==> src/rtl/gpio_pkg.sv <==
package gpio_pkg;
  localparam int NPINS = 8;

  typedef enum logic [1:0] {
    ADR_DATA = 2'd0,
    ADR_INP  = 2'd1,
    ADR_DIR  = 2'd2,
    ADR_NONE = 2'd3
  } reg_addr_e;

  typedef enum logic [1:0] {
    PM_INPUT = 2'd0,
    PM_PUSH  = 2'd1,
    PM_OPEND = 2'd2,
    PM_OFF   = 2'd3
  } pin_mode_e;
endpackage

==> src/rtl/gpio_regs.sv <==
module gpio_regs
  import gpio_pkg::*;
#(
  parameter int W = NPINS
) (
  input  logic         clk,
  input  logic         rst_n,
  input  logic         bus_sel,
  input  logic         bus_wr,
  input  logic [1:0]   bus_addr,
  input  logic [W-1:0] bus_wdata,
  output logic [W-1:0] data_q,
  output logic [W-1:0] dir_q
);
  logic wr_en;
  assign wr_en = bus_sel && bus_wr;

  always_ff @(posedge clk or negedge rst_n) begin
    if (!rst_n) begin
      data_q <= '0;
      dir_q  <= '0;
    end else if (wr_en) begin
      if (bus_addr == ADR_DATA) data_q <= bus_wdata;
      if (bus_addr == ADR_DIR)  dir_q  <= bus_wdata;
    end
  end

  AST_RO_WRITE_IGNORED: assert property (@(posedge clk) disable iff (!rst_n)
    (wr_en && (bus_addr == ADR_INP || bus_addr == ADR_NONE)) |=> ($stable(data_q) && $stable(dir_q)));
endmodule

==> src/rtl/gpio_in_sync.sv <==
module gpio_in_sync #(
  parameter int W      = 8,
  parameter int STAGES = 2
) (
  input  logic         clk,
  input  logic         rst_n,
  input  logic [W-1:0] din,
  output logic [W-1:0] dout
);
  logic [W-1:0] stage_q [STAGES];

  always_ff @(posedge clk or negedge rst_n) begin
    if (!rst_n) begin
      for (int s = 0; s < STAGES; s++) stage_q[s] <= '0;
    end else begin
      stage_q[0] <= din;
      for (int s = 1; s < STAGES; s++) stage_q[s] <= stage_q[s-1];
    end
  end

  assign dout = stage_q[STAGES-1];
endmodule

==> src/rtl/gpio_ovr_ctl.sv <==
module gpio_ovr_ctl
  import gpio_pkg::*;
#(
  parameter int           W        = NPINS,
  parameter logic [W-1:0] IIC_MASK = 8'h60,
  parameter logic [W-1:0] TMR_MASK = 8'h0F
) (
  input  logic         clk,
  input  logic         rst_n,
  input  logic         lcd_seg_en,
  input  logic         iic_route_en,
  input  logic [W-1:0] tmr_oc_en,
  input  logic [W-1:0] dir_q,
  input  logic [W-1:0] data_q,
  output logic [W-1:0] pad_oe,
  output logic [W-1:0] pad_out,
  output logic [W-1:0] pad_od,
  output logic [W-1:0] is_out,
  output logic [W-1:0] in_en
);
  for (genvar i = 0; i < W; i++) begin : g_pin
    pin_mode_e mode;

    always_comb begin
      if (lcd_seg_en)                         mode = PM_OFF;
      else if (IIC_MASK[i] && iic_route_en)   mode = PM_OPEND;
      else if (TMR_MASK[i] && tmr_oc_en[i])   mode = PM_PUSH;
      else if (dir_q[i])                      mode = PM_PUSH;
      else                                    mode = PM_INPUT;
    end

    always_comb begin
      pad_oe[i]  = 1'b0;
      pad_out[i] = 1'b0;
      pad_od[i]  = 1'b0;
      is_out[i]  = 1'b0;
      in_en[i]   = 1'b1;
      case (mode)
        PM_PUSH: begin
          pad_oe[i]  = 1'b1;
          pad_out[i] = data_q[i];
          is_out[i]  = 1'b1;
        end
        PM_OPEND: begin
          pad_oe[i] = ~data_q[i];
          pad_od[i] = 1'b1;
          is_out[i] = 1'b1;
        end
        PM_OFF:  in_en[i] = 1'b0;
        default: ;
      endcase
    end
  end

  AST_LCD_ALL_OFF: assert property (@(posedge clk) disable iff (!rst_n)
    lcd_seg_en |-> (pad_oe == '0 && pad_od == '0 && in_en == '0));
  AST_OD_ON_SERIAL: assert property (@(posedge clk) disable iff (!rst_n)
    (iic_route_en && !lcd_seg_en) |-> ((pad_od & IIC_MASK) == IIC_MASK));
  AST_TMR_FORCES_OE: assert property (@(posedge clk) disable iff (!rst_n)
    (!lcd_seg_en && !iic_route_en) |-> ((pad_oe & tmr_oc_en & TMR_MASK) == (tmr_oc_en & TMR_MASK)));
  AST_PLAIN_PINS: assert property (@(posedge clk) disable iff (!rst_n)
    !lcd_seg_en |-> ((pad_oe & ~(IIC_MASK | TMR_MASK)) == (dir_q & ~(IIC_MASK | TMR_MASK))));
endmodule

==> src/rtl/gpio_port_ovr.sv <==
module gpio_port_ovr
  import gpio_pkg::*;
#(
  parameter int SYNC_STAGES = 2
) (
  input  logic             clk,
  input  logic             rst_n,
  input  logic             bus_sel,
  input  logic             bus_wr,
  input  logic [1:0]       bus_addr,
  input  logic [NPINS-1:0] bus_wdata,
  output logic [NPINS-1:0] bus_rdata,
  input  logic             lcd_seg_en,
  input  logic             iic_route_en,
  input  logic [NPINS-1:0] tmr_oc_en,
  input  logic [NPINS-1:0] pad_in,
  output logic [NPINS-1:0] pad_oe,
  output logic [NPINS-1:0] pad_out,
  output logic [NPINS-1:0] pad_od
);
  localparam logic [NPINS-1:0] IIC_PINS = 8'h60;
  localparam logic [NPINS-1:0] TMR_PINS = 8'h0F;

  logic [NPINS-1:0] data_q, dir_q, sync_in, is_out, in_en;
  logic [NPINS-1:0] inp_view, port_view;

  gpio_regs #(.W(NPINS)) u_regs (
    .clk(clk), .rst_n(rst_n), .bus_sel(bus_sel), .bus_wr(bus_wr),
    .bus_addr(bus_addr), .bus_wdata(bus_wdata), .data_q(data_q), .dir_q(dir_q)
  );

  gpio_in_sync #(.W(NPINS), .STAGES(SYNC_STAGES)) u_sync (
    .clk(clk), .rst_n(rst_n), .din(pad_in), .dout(sync_in)
  );

  gpio_ovr_ctl #(.W(NPINS), .IIC_MASK(IIC_PINS), .TMR_MASK(TMR_PINS)) u_ovr (
    .clk(clk), .rst_n(rst_n), .lcd_seg_en(lcd_seg_en), .iic_route_en(iic_route_en),
    .tmr_oc_en(tmr_oc_en), .dir_q(dir_q), .data_q(data_q),
    .pad_oe(pad_oe), .pad_out(pad_out), .pad_od(pad_od),
    .is_out(is_out), .in_en(in_en)
  );

  assign inp_view  = sync_in & in_en;
  assign port_view = (is_out & data_q) | (~is_out & inp_view);

  always_comb begin
    case (bus_addr)
      ADR_DATA: bus_rdata = port_view;
      ADR_INP:  bus_rdata = inp_view;
      ADR_DIR:  bus_rdata = dir_q;
      default:  bus_rdata = '0;
    endcase
  end

  AST_RESET_QUIET: assert property (@(posedge clk)
    !rst_n |-> (pad_oe == '0 && pad_od == '0));
endmodule

==> config.mk <==
export PLATFORM = sky130hd
export DESIGN_NAME = gpio_port_ovr
export DESIGN_NICKNAME = d
export VERILOG_FILES = /design/src/rtl/gpio_pkg.sv /design/src/rtl/gpio_regs.sv /design/src/rtl/gpio_in_sync.sv /design/src/rtl/gpio_ovr_ctl.sv /design/src/rtl/gpio_port_ovr.sv
export SDC_FILE = /design/constraint.sdc
export NUM_CORES = 1
export LEC_CHECK = 0
export ABC_AREA = 0
export CELL_PAD_IN_SITES_DETAIL_PLACEMENT = 0
export CELL_PAD_IN_SITES_GLOBAL_PLACEMENT = 1
export CORE_MARGIN = 2
export CORE_UTILIZATION = 40
export CTS_BUF_LIST = sky130_fd_sc_hd__clkbuf_8
export CTS_CLUSTER_DIAMETER = 40
export DETAILED_ROUTE_END_ITERATION = 6
export DONT_BUFFER_PORTS = 1
export PLACE_DENSITY_LB_ADDON = 0.1
export SYNTH_ARGS = -nofsm -noshare
export SYNTH_HDL_FRONTEND = slang
export SYNTH_SLANG_ARGS = --single-unit
==> constraint.sdc <==
create_clock -name clk -period 2.6 [get_ports clk]
set_clock_uncertainty 0.05 [all_clocks]
set_input_delay 0.13 -clock clk [delete_from_list [all_inputs] [get_ports clk]]
set_output_delay 0.13 -clock clk [all_outputs]
set_load 0.005 [all_outputs]
# Yosys cells after proc, flatten, opt, wreduce, memory -nomap -nowiden
# Index checks and enable logic that the tools add are counted.
[classes] n_bitwise=13 n_reduce_logical=12 eq_ne=26 muxes=63
[op_table] operator="1-bit 2-to-1 mux" n=41
[op_table] operator="2-bit == test (second input constant)" n=17
[op_table] operator="2-bit 2-to-1 mux" n=13
[op_table] operator="8-bit bitwise AND" n=3
[op_table] operator="8-bit case mux with 3 select lines" n=1
[op_table] operator="2-bit by 1-bit == test with 1-bit output (second input constant)" n=9
[op_table] operator="1-bit case mux with 2 select lines" n=8
[op_table] operator="2-bit OR reduction" n=8
[op_table] operator="1-bit inverter" n=8
[op_table] operator="8-bit inverter" n=1
[op_table] operator="8-bit bitwise OR" n=1
[op_table] operator="2-bit AND reduction" n=2
[op_table] operator="2-bit logical NOT" n=1
[op_table] operator="1-bit logical AND" n=1
[totals] elab_cells=118 in_bits=32 output_inout_bits=32 ff_bits=32

# Longest topological paths before layout
[depth] word_depth=10 ltp_mapped=6 depth_no_buf=6

# Cells and area by module
# Synthesis repeated with hierarchy kept, for this count alone.
[unflattened] hier_cells=151 area_unflattened_um2=1722.9
[by_module_without_submodules] mod="gpio_regs" cells_each=35 seq_area_each_um2=400.4 n_inst=1 area_each_um2=649.4
[by_module_without_submodules] mod="gpio_in_sync" cells_each=24 seq_area_each_um2=400.4 n_inst=1 area_each_um2=460.4
[by_module_without_submodules] mod="gpio_ovr_ctl" cells_each=55 seq_area_each_um2=0.0 n_inst=1 area_each_um2=354.1
[by_module_without_submodules] mod="gpio_port_ovr" cells_each=37 seq_area_each_um2=0.0 n_inst=1 area_each_um2=259.0

# Least setup slack after synthesis
# Ideal clock, no wire load.
[synth_timing] path_kind="flip-flop to output port" startpoint="reg u_regs.dir_q[6]" endpoint="out bus_rdata[6]" n_path_buf=0 required_time_ps=2420 stages_incl_launch_ff=6 slack_ps=1199 t_arrival_ps=1221 path_cell_list="dfrtp_1 -> a21o_1 -> ha_1 -> nor3b_1 -> a21oi_1 -> o21ai_0"
[synth_between] elab_chain_len=10 word_cells_on_any_way=15 cone_classes="eq/ne: 3; mux: 6; bitwise: 5; reduce/logical: 1"
[synth_lines] element="start: declaration" line_no="gpio_regs.sv:13" source="output logic [W-1:0] dir_q"
[synth_lines] element="start signal: assignment" line_no="gpio_regs.sv:24" source="if (bus_addr == ADR_DIR) dir_q <= bus_wdata;"
[synth_lines] element="1-bit 2-to-1 mux" line_no="gpio_ovr_ctl.sv:28" source="else if (dir_q[i]) mode = PM_PUSH;"
[synth_lines] element="2-bit 2-to-1 mux" line_no="gpio_ovr_ctl.sv:26" source="else if (IIC_MASK[i] && iic_route_en) mode = PM_OPEND;"
[synth_lines] element="2-bit 2-to-1 mux" line_no="gpio_ovr_ctl.sv:25" source="if (lcd_seg_en) mode = PM_OFF;"
[synth_lines] element="2-bit by 1-bit == test with 1-bit output or 2-bit == test (tied branches)" line_no="gpio_ovr_ctl.sv:38" source="case (mode)"
[synth_lines] element="2-bit OR reduction (no source line)"
[synth_lines] element="1-bit 2-to-1 mux" line_no="gpio_ovr_ctl.sv:38"
[synth_lines] element="8-bit inverter" line_no="gpio_port_ovr.sv:44" source="assign port_view = (is_out & data_q) | (~is_out & inp_view);"
[synth_lines] element="8-bit bitwise AND" line_no="gpio_port_ovr.sv:44"
[synth_lines] element="8-bit bitwise OR" line_no="gpio_port_ovr.sv:44"
[synth_lines] element="8-bit case mux with 3 select lines *" line_no="gpio_port_ovr.sv:47" source="case (bus_addr)"
[synth_lines] element="end: declaration" line_no="gpio_port_ovr.sv:12" source="output logic [NPINS-1:0] bus_rdata,"
# Mark *: on every way between the ends. The rest lies on a longest branch, timed or not.

# Worst setup path after layout
# Ends and elaborated chain as after synthesis.

==> impl_metrics.toml <==
[grt]
grt_pass1_wl_um = 4860
grt_max_degree = 33
grt_pass1_vias = 1040
grt_use_total_pct = 15.8
overflow = 0
antenna_found_initial = 0

[cts]
cts_inserted_buffers = 5
postCtsSetupBuffers = 0
cts_root_buf = "clkbuf_8"
clk_pin_slew_ps = 60
clock_latency_ps = 280
postCtsResizedCells = 0
cts_tree = "done"
clock-sinks = 32
clock_path_buffers = 2
htreeDepth = 2

[synth]
ys_seq_area_share_pct = 53.3
ys_ff_latch = 32
synth_most_common_cell = "dfrtp_1"
ys.warnings.count = 0
yosys_most_used_dff = "dfrtp_1"
syn_avg_cell_area_sq_um = 11.8
synth_cell_types = 26
syn_inst = 127
synth.area.top_cells = "dfrtp_1, mux2_2, mux2i_1"
synth_edf_count = 0
yosys-top-cells-count = "dfrtp_1, mux2_2, nor2_1"
synthArstFlopShare_pct = 100
synth_top_area_share_pct = 53.3
syn_area_sq_um = 1500
yosysTopAreaCell = "dfrtp_1"

[die]
initial_core_util_pct = 41.3
coreArea_sq_um = 3630
io_pins = 64
die_w_um = 65.3
die_y_um = 65.3
rows = 22
dieArea_sq_um = 4260

[critical_path]
endpoint_kind = "output port"
critPathRequiredTime_ps = 2420
path_class = "register to output port"
critPathSlowestCell = "dfrtp_1"
regToRegSetupSlack_ps = 1760
path_max_fanout = 3
regToRegStartpoint = "u_regs.data_q[6]$_DFFE_PN0P_"
reg2reg_depth = 1
cp.arrival_ps = 1650
crit_chain = "a21o_1 -> ha_1 -> nor3b_1 -> a21oi_1 -> o21ai_0"
max_stage_delay_ps = 400
rr_endpoint = "u_regs.data_q[6]$_DFFE_PN0P_"
critPathLaunchType = "register"

[sta]
rsz0062_at_grt = "no"
finalCritPeriodShare_pct = 70.3
fmax_mhz = 547
finalHoldViolCount = 0
setup_viol = 0
maxSlewViolCount = 0
min_period_ps = 1830
tns_ps = 0
tightest_slew_ps = 512
max_slew_margin_pct = 65.8

[power_and_ir_drop]
combPwrFrac_pct = 16.9
pwr-share-clk_pct = 29.6
internal-power_w = 0.000851
p_switching_w = 0.000294
ir_drop_mv = 0.480
powerDensity_nw_per_um2 = 649
swShare_pct = 25.6
p_seq_share_pct = 53.4
leakage_nw = 0.769

[placed_design]
hpwl_um = 2070
io_buffers = 0
globalplace.congestion = 0.741

[run]
maxCapViolCount = 0

[worst_hold_path]
min_to = "u_regs.dir_q[4]$_DFFE_PN0P_"
worstHoldStart = "bus_wr"
hold_path.class = "input pin to register"
hold_path_depth = 2

[route]
dr.pass1.iters = 4
vias_per_cell = 5.14
wire_per_inst_um = 15.6
dr_total_vias = 997
drt-initial-drc-count = 22
drtAntennaViolNets = 0
drt-total-wl_um = 3020
drc_errors = 0

[cells_and_area]
area_growth_pct = 17.5
drive_above_1_share_pct = 17.1
final_nets = 180
antennaDiodeCount = 0
postLayoutCoreUtil_pct = 48.6

[outcome]
status = "complete, no violations"
[critical path: cells and delay by family, from the launching register on]
family | cells | cell delay [ps]
simple gates | 1 | 190
fa+ha+maj | 1 | 320
flops | 1 | 400
compound gates | 3 | 470
[final cells by class]
cell class / instances / area (sq um)
inverters: 3 / 11.3
flip-flops and latches: 32 / 801
fillers: 331 / 1870
multi-input cells: 86 / 624
repair buffers: 18 / 190
clock inverters: 2 / 8.76
well taps: 48 / 60.1
clock buffers: 5 / 68.8
[logic make-up after synthesis]
logic type | count (synthesis) | share of synthesized area [%]
other | 1 | 0.250
adders and majority gates | 2 | 1.67
AOI/OAI and AO/OA | 20 | 8.50
muxes | 22 | 16.0
buffers and inverters | 14 | 6.33
DFF | 32 | 53.3
and+or+nand+nor | 36 | 13.9
[state kept, by name, summed over array words and instances (netlist names)]
register and cells:
u_regs.data_q 8, u_regs.dir_q 8, u_sync.dout 8, u_sync.stage_q 8
[worst max-delay path by stage]
stage,startpoint,to,slack [ps],cells past startpoint
floorplan,u_regs.dir_q[6]$_DFFE_PN0P_,bus_rdata[6],1200,5
global placement,u_regs.dir_q[6]$_DFFE_PN0P_,bus_rdata[6],1110,5
detailed placement,u_regs.dir_q[6]$_DFFE_PN0P_,bus_rdata[6],1100,5
CTS,u_regs.dir_q[6]$_DFFE_PN0P_,bus_rdata[6],790,5
global route,u_regs.dir_q[6]$_DFFE_PN0P_,bus_rdata[6],700,5
finish,u_regs.dir_q[6]$_DFFE_PN0P_,bus_rdata[6],770,5
[routing by layer]
metal	wire length (um)	up-vias	global-route usage (%)
met5	0	-	0
met4	40	0	7.03
met3	279	5	7.19
met2	1470	45	26.0
met1	1230	486	17.4
li1	-	461	-
[power groups by stage]
| stage | sequential (W) | combinational [W] | clock (W) |
|---|---|---|---|
| after floorplan | 0.000607 | 0.000157 | 0 |
| after global placement | 0.000617 | 0.000158 | 0 |
| after detailed placement | 0.000621 | 0.000162 | 0 |
| after CTS | 0.000612 | 0.000197 | 0.000354 |
| after global routing | 0.000623 | 0.000217 | 0.000378 |
| final | 0.000612 | 0.000194 | 0.000339 |
[cells in the final DEF, fill, tap and decap left out, types with 3 or more instances in the layout]
master         instances
o21ai_0                8
dfrtp_1               32
inv_1                  4
and2_1                 8
nand2_1                3
dlygate4sd3_1         17
nor2b_1                5
a21oi_1                3
clkbuf_8               5
conb_1                 6
mux2i_1                6
a32oi_1                4
nor2_1                13
mux2_2                16
[metrics by stage]
step,hold WS [ps],setup WS (ps),std cells,total power (W),cell area [sq um]
global route,114,700,194,0.00122,1760
finish,96.9,772,194,0.00115,1760
CTS,98.1,787,194,0.00116,1760
global placement,-215,1110,169,0.000775,1500
detailed placement,-215,1100,169,0.000783,1500
floorplan,-216,1200,132,0.000763,1520
[timing repair]
item	CTS	global route
setup endpoints to repair	0	0
hold endpoints to repair	56	0
hold buffers	18	0
(Power assumes the default switching activity.)
